### src/rtl/mixcmp.sv
module mixcmp #(
  parameter int WA = 8,
  parameter int WB = 8
) (
  input  logic [WA-1:0] op_a,
  input  logic [WB-1:0] op_b,
  input  logic [1:0]    rel_mode,
  output logic          cmp_out
);
  localparam int WN = (WA > WB) ? WA : WB;

  logic [WN-1:0] ax, bx;
  logic [WN:0]   eq_above;
  logic [WN-1:0] lt_dec, gt_dec, sel_dec;

  for (genvar i = 0; i < WN; i++) begin : g_ext
    if (i < WA) begin : g_a
      assign ax[i] = op_a[i];
    end else begin : g_az
      assign ax[i] = 1'b0;
    end
    if (i < WB) begin : g_b
      assign bx[i] = op_b[i];
    end else begin : g_bz
      assign bx[i] = 1'b0;
    end
  end

  assign eq_above[WN] = 1'b1;

  for (genvar i = WN - 1; i >= 0; i--) begin : g_scan
    assign eq_above[i] = eq_above[i+1] & ~(ax[i] ^ bx[i]);
    assign lt_dec[i]   = ~ax[i] &  bx[i] & eq_above[i+1];
    assign gt_dec[i]   =  ax[i] & ~bx[i] & eq_above[i+1];
  end

  assign sel_dec = rel_mode[1] ? gt_dec : lt_dec;
  assign cmp_out = |{rel_mode[0] & eq_above[0], sel_dec};
endmodule

### config.mk
export PLATFORM = sky130hd
export DESIGN_NAME = mixcmp
export DESIGN_NICKNAME = d
export VERILOG_FILES = /design/src/rtl/mixcmp.sv
export SDC_FILE = /design/constraint.sdc
export NUM_CORES = 1
export LEC_CHECK = 0
export CORE_AREA = 2 2 39 41
export DETAILED_ROUTE_END_ITERATION = 6
export DIE_AREA = 0 0 41 43
export PLACE_DENSITY = 0.75
export SLEW_MARGIN = 10
export SYNTH_ARGS = -nofsm -noshare
export SYNTH_HDL_FRONTEND = slang
export SYNTH_SLANG_ARGS = --single-unit
### constraint.sdc
create_clock -name vclk -period 2
set_input_delay 0.4 -clock vclk [all_inputs]
set_output_delay 0.4 -clock vclk [all_outputs]
set_load 0.1 [all_outputs]
* Yosys cells after proc, flatten, opt, wreduce, memory -nomap -nowiden
Index checks and enable logic that the tools add are counted.
** Storage, ports and cells
- Register bits :: 0
- Latch bits :: 0
- Bits in writable memories :: 0
- ROM bits :: 0
- Bits of input ports :: 18
- Output and inout bits :: 1
- Memories :: 0
** Operators by class
- Add/subtract/negate cells :: 0
- Multipliers :: 0
- Divide/modulo/power cells :: 0
- Magnitude comparators :: 0
- Equal/unequal tests :: 0
- Shifts and indexed selects :: 0
- Multiplexer cells :: 1
- Bitwise gates (word level) :: 70
- Reductions and logical operators :: 1
** Operator list (count)
- $and 1x1->1 :: 38
- $not 1->1 :: 24
- $reduce_or 9->1 :: 1
- $mux 8 :: 1
- $xor 1x1->1 :: 8

* Logic depth before layout (Yosys ltp)
- Depth after elaboration :: 11
- Depth in mapped cells :: 6

* Worst setup path before layout
Ideal clock, no wire load.
- Path kind :: input -> output
- Start point :: in op_a[3]
- End point :: out cmp_out
- Arrival time :: 1.776 ns
- Data required time :: 1.600 ns
- Setup slack :: -0.176 ns
- Stages on the path :: 6
- Buffers on the path :: 0
- Path through :: inv_1 > ha_1 > mux2_4 > a221oi_2 > o21ai_1 > a211o_1
** On the way
- Longest elaborated chain between the ends :: 8
- Elaborated cells on any way between the ends :: 20
- Classes of those cells :: mux: 1; bitwise: 18; reduce/logical: 1
** Ends and longest elaborated chain
- start, declared :: RTL line 5 : input logic [WA-1:0] op_a,
- $xor 1x1->1 :: RTL line 32 : assign eq_above[i] = eq_above[i+1] & ~(ax[i] ^ bx[i]);
- $not 1->1 :: RTL line 32
- $and 1x1->1 (3 in a row) :: RTL line 32
- $and 1x1->1, on equally long branches :: RTL line 33, 32, 34
- $mux 8 or $and 1x1->1 (tied branches) :: RTL line 37, 38
- $reduce_or 9->1 (*) :: RTL line 38 : assign cmp_out = |{rel_mode[0] & eq_above[0], sel_dec};
- end, declared :: RTL line 8 : output logic cmp_out
Every way passes the cells marked *; elsewhere a longest branch is shown, timed or not.

* Worst setup path after layout
Same ends and word-level chain as after synthesis.

==> results.py <==
metrics = {
    "global_routing": {
        "grt_antenna_before_repair": 0,
        "grt_overflow": 0,
        "grt_pass1_vias": 432,
        "grt_use_total_pct": 13.5,
        "grt_use_met2_pct": 27.2,
        "grt_first_pass_wirelength_mm": 1.70,
        "grt_max_degree": 8,
        "grt_most_used_layer": "met2",
        "use_met3_pct": 1.05,
        "grtUsageMet1_pct": 14.6,
    },
    "floorplanning": {
        "ios": 19,
        "rows": 14,
        "fp.dieH_microns": 43,
        "die_w_microns": 41,
        "start_util_pct": 30.0,
        "coreArea_sq_um": 1380,
        "dieArea_sq_um": 1760,
    },
    "logic_synthesis": {
        "syn_area_per_cell_sq_um": 7.84,
        "yosysWarnings": 0,
        "synth-xor-area-share_pct": 0,
        "syn_inst": 53,
        "synthAdderAreaFrac_pct": 48.2,
        "synth_fp_nets": 87,
        "synth_mux_area_share_pct": 6.02,
        "synth_area_sq_um": 415,
        "yosysSeqAreaShare_pct": 0,
        "synth_top_family_by_area": "adder cells",
        "synthSimpleGateAreaFrac_pct": 6.33,
        "synth_cell_types": 17,
        "synth-compound-area-share_pct": 21.4,
    },
    "pwr": {
        "seq_power_share_pct": 0,
        "peakVddDrop_mv": 0.115,
        "internal_power_w": 0.0000871,
        "combPwrFrac_pct": 100.0,
        "p_sw_share_pct": 47.6,
        "p_leak_nw": 0.396,
        "clkPwrFrac_pct": 0,
        "p_switching_w": 0.0000792,
        "power.density_nw_per_um2": 225,
    },
    "detailed_routing": {
        "drt-total-wl_mm": 1.02,
        "wire_per_inst_microns": 10.9,
        "postRouteAntennaNets": 0,
        "drc": 0,
        "viasPerCell": 4.57,
        "drt_pass1_iterations": 2,
        "via_count": 425,
        "drt-initial-drc-count": 2,
    },
    "sta": {
        "slew_headroom_pct": 88.1,
        "period_needed_ns": 2.15,
        "setup-violations-final": 1,
        "slew_violations": 0,
        "period_share_pct": 107,
        "worst_pin_slew_ns": 0.178,
        "hold_violations": 0,
        "rsz0062_at_grt": "true",
        "max_freq_ghz": 0.466,
        "holdWs_ns": 1.49,
        "worst_slack_ns": -0.145,
        "final.setup.tns_ns": -0.145,
    },
    "critical_path": {
        "path_buf_inv": 3,
        "criticalPathCategory": "in -> out",
        "critPathTopFamily": "compound AO/OA/AOI/OAI gates",
        "cpPeakStageDelay_ns": 0.34,
        "crit_fanout": 2,
        "path_cells": "buf_6 > inv_2 > ha_4 > mux2_4 > a221oi_2 > o21ai_1 > a211o_4 > buf_12",
        "required_ns": 1.60,
        "end_kind": "output pin",
        "cp.arrival_ns": 1.75,
        "start_kind": "primary input",
        "slowest_stage": "a211o_4",
    },
    "finish": {
        "nClkBuffers": 0,
        "nNetsFinal": 113,
        "seqCellArea_sq_um": 0,
        "synthToLayoutAreaGrowth_pct": 77.7,
        "antennaDiodeCount": 0,
        "nFillCells": 139,
        "seq_cells": 0,
        "fin_util_pct": 53.3,
        "drive_gt1_share_pct": 50.6,
    },
    "place": {
        "port_buffers": 19,
        "hpwl_microns": 735,
        "gp_congestion": 0.663,
        "place_ws_ns": -0.605,
    },
    "status": {
        "status": "complete, but fails checks",
        "failed_checks": "setup timing",
    },
    "job": {
        "maxCapViolations": 0,
    },
    "cts": {
        "ctsHoldBuffers": 0,
    },
    "min_path": {
        "hp-class": "in -> out",
    },
}
[metal layers]
layer | part of all wire [%] | routed length, microns
met5 | 0 | 0
met4 | 0 | 0
met3 | 8.3 | 84
met2 | 56 | 574
met1 | 35 | 359
[worst paths after layout]
kind	cells past startpoint	from	slack [ns]	endpoint
setup / recovery	8	op_a[3]	-0.15	cmp_out
hold / removal	6	op_b[4]	1.49	cmp_out
[tightest hold or removal path, cell delays in order]
cell      delay [ns]
buf_2           0.11
ha_4            0.13
a221oi_2        0.05
o21ai_1         0.09
a211o_4         0.15
buf_12          0.16
[power groups by stage]
stage | Clock, W | Sequential, W | Combinational [W]
after global placement | 0 | 0 | 0.000146
after detailed placement | 0 | 0 | 0.000150
after CTS | 0 | 0 | 0.000161
after floorplan | 0 | 0 | 0.0000786
final | 0 | 0 | 0.000166
after global routing | 0 | 0 | 0.000182
[layout make-up]
type / count / area, sq um / share of cell area (%)
repair buffers: 25 / 211 / 28.6
well taps: 16 / 20.0 / 2.71
multi-input cells: 35 / 443 / 60.0
inverters: 17 / 63.8 / 8.64
[cell usage in the layout, fill, tap and decap left out, types with 2 or more instances in the layout]
cell and count:
inv_1 11, clkbuf_2 4, ha_1 7, buf_2 3
nand2_1 2, ha_2 4, clkdlybuf4s15_1 4, dlygate4sd2_1 4
a21o_1 2, buf_6 3, inv_2 6, a21oi_2 2
ha_4 5, buf_4 5
[cell usage after synthesis]
cell / n / area [sq um]
a211oi_1: 1 / 7.51
inv_1: 17 / 63.8
nand2_1: 2 / 7.51
buf_6: 1 / 11.3
a21oi_1: 3 / 15.0
a211o_1: 2 / 17.5
o21ai_0: 1 / 5.00
mux2_4: 1 / 15.0
ha_1: 16 / 200
and3_1: 1 / 6.26
a221oi_2: 1 / 15.0
a21o_1: 2 / 15.0
mux2i_1: 1 / 10.0
o21ai_1: 1 / 5.00
a22o_1: 1 / 8.76
nand4_1: 1 / 6.26
and2_1: 1 / 6.26
[timing repair]
action	CTS	global route
setup buffers	0	0
setup endpoints to repair	1	1
gates resized for setup	55	12
pin swaps	14	3
[kinds of logic (layout without fill, tap and decap cells)]
kind of cell	after synthesis	count (layout)
compound gates	12	12
fa+ha+maj	16	16
buf+inv	18	42
mux	2	2
simple gates	5	5
[through the flow]
step,instances,cell area [sq um],power (W)
3_3_place_gp,93,683,0.000146
3_5_place_dp,93,683,0.000150
2_1_floorplan,53,429,0.0000786
4_1_cts,93,747,0.000161
6_report,93,738,0.000166
5_1_grt,93,738,0.000182
Note: power is estimated with default switching activity, not from simulation.
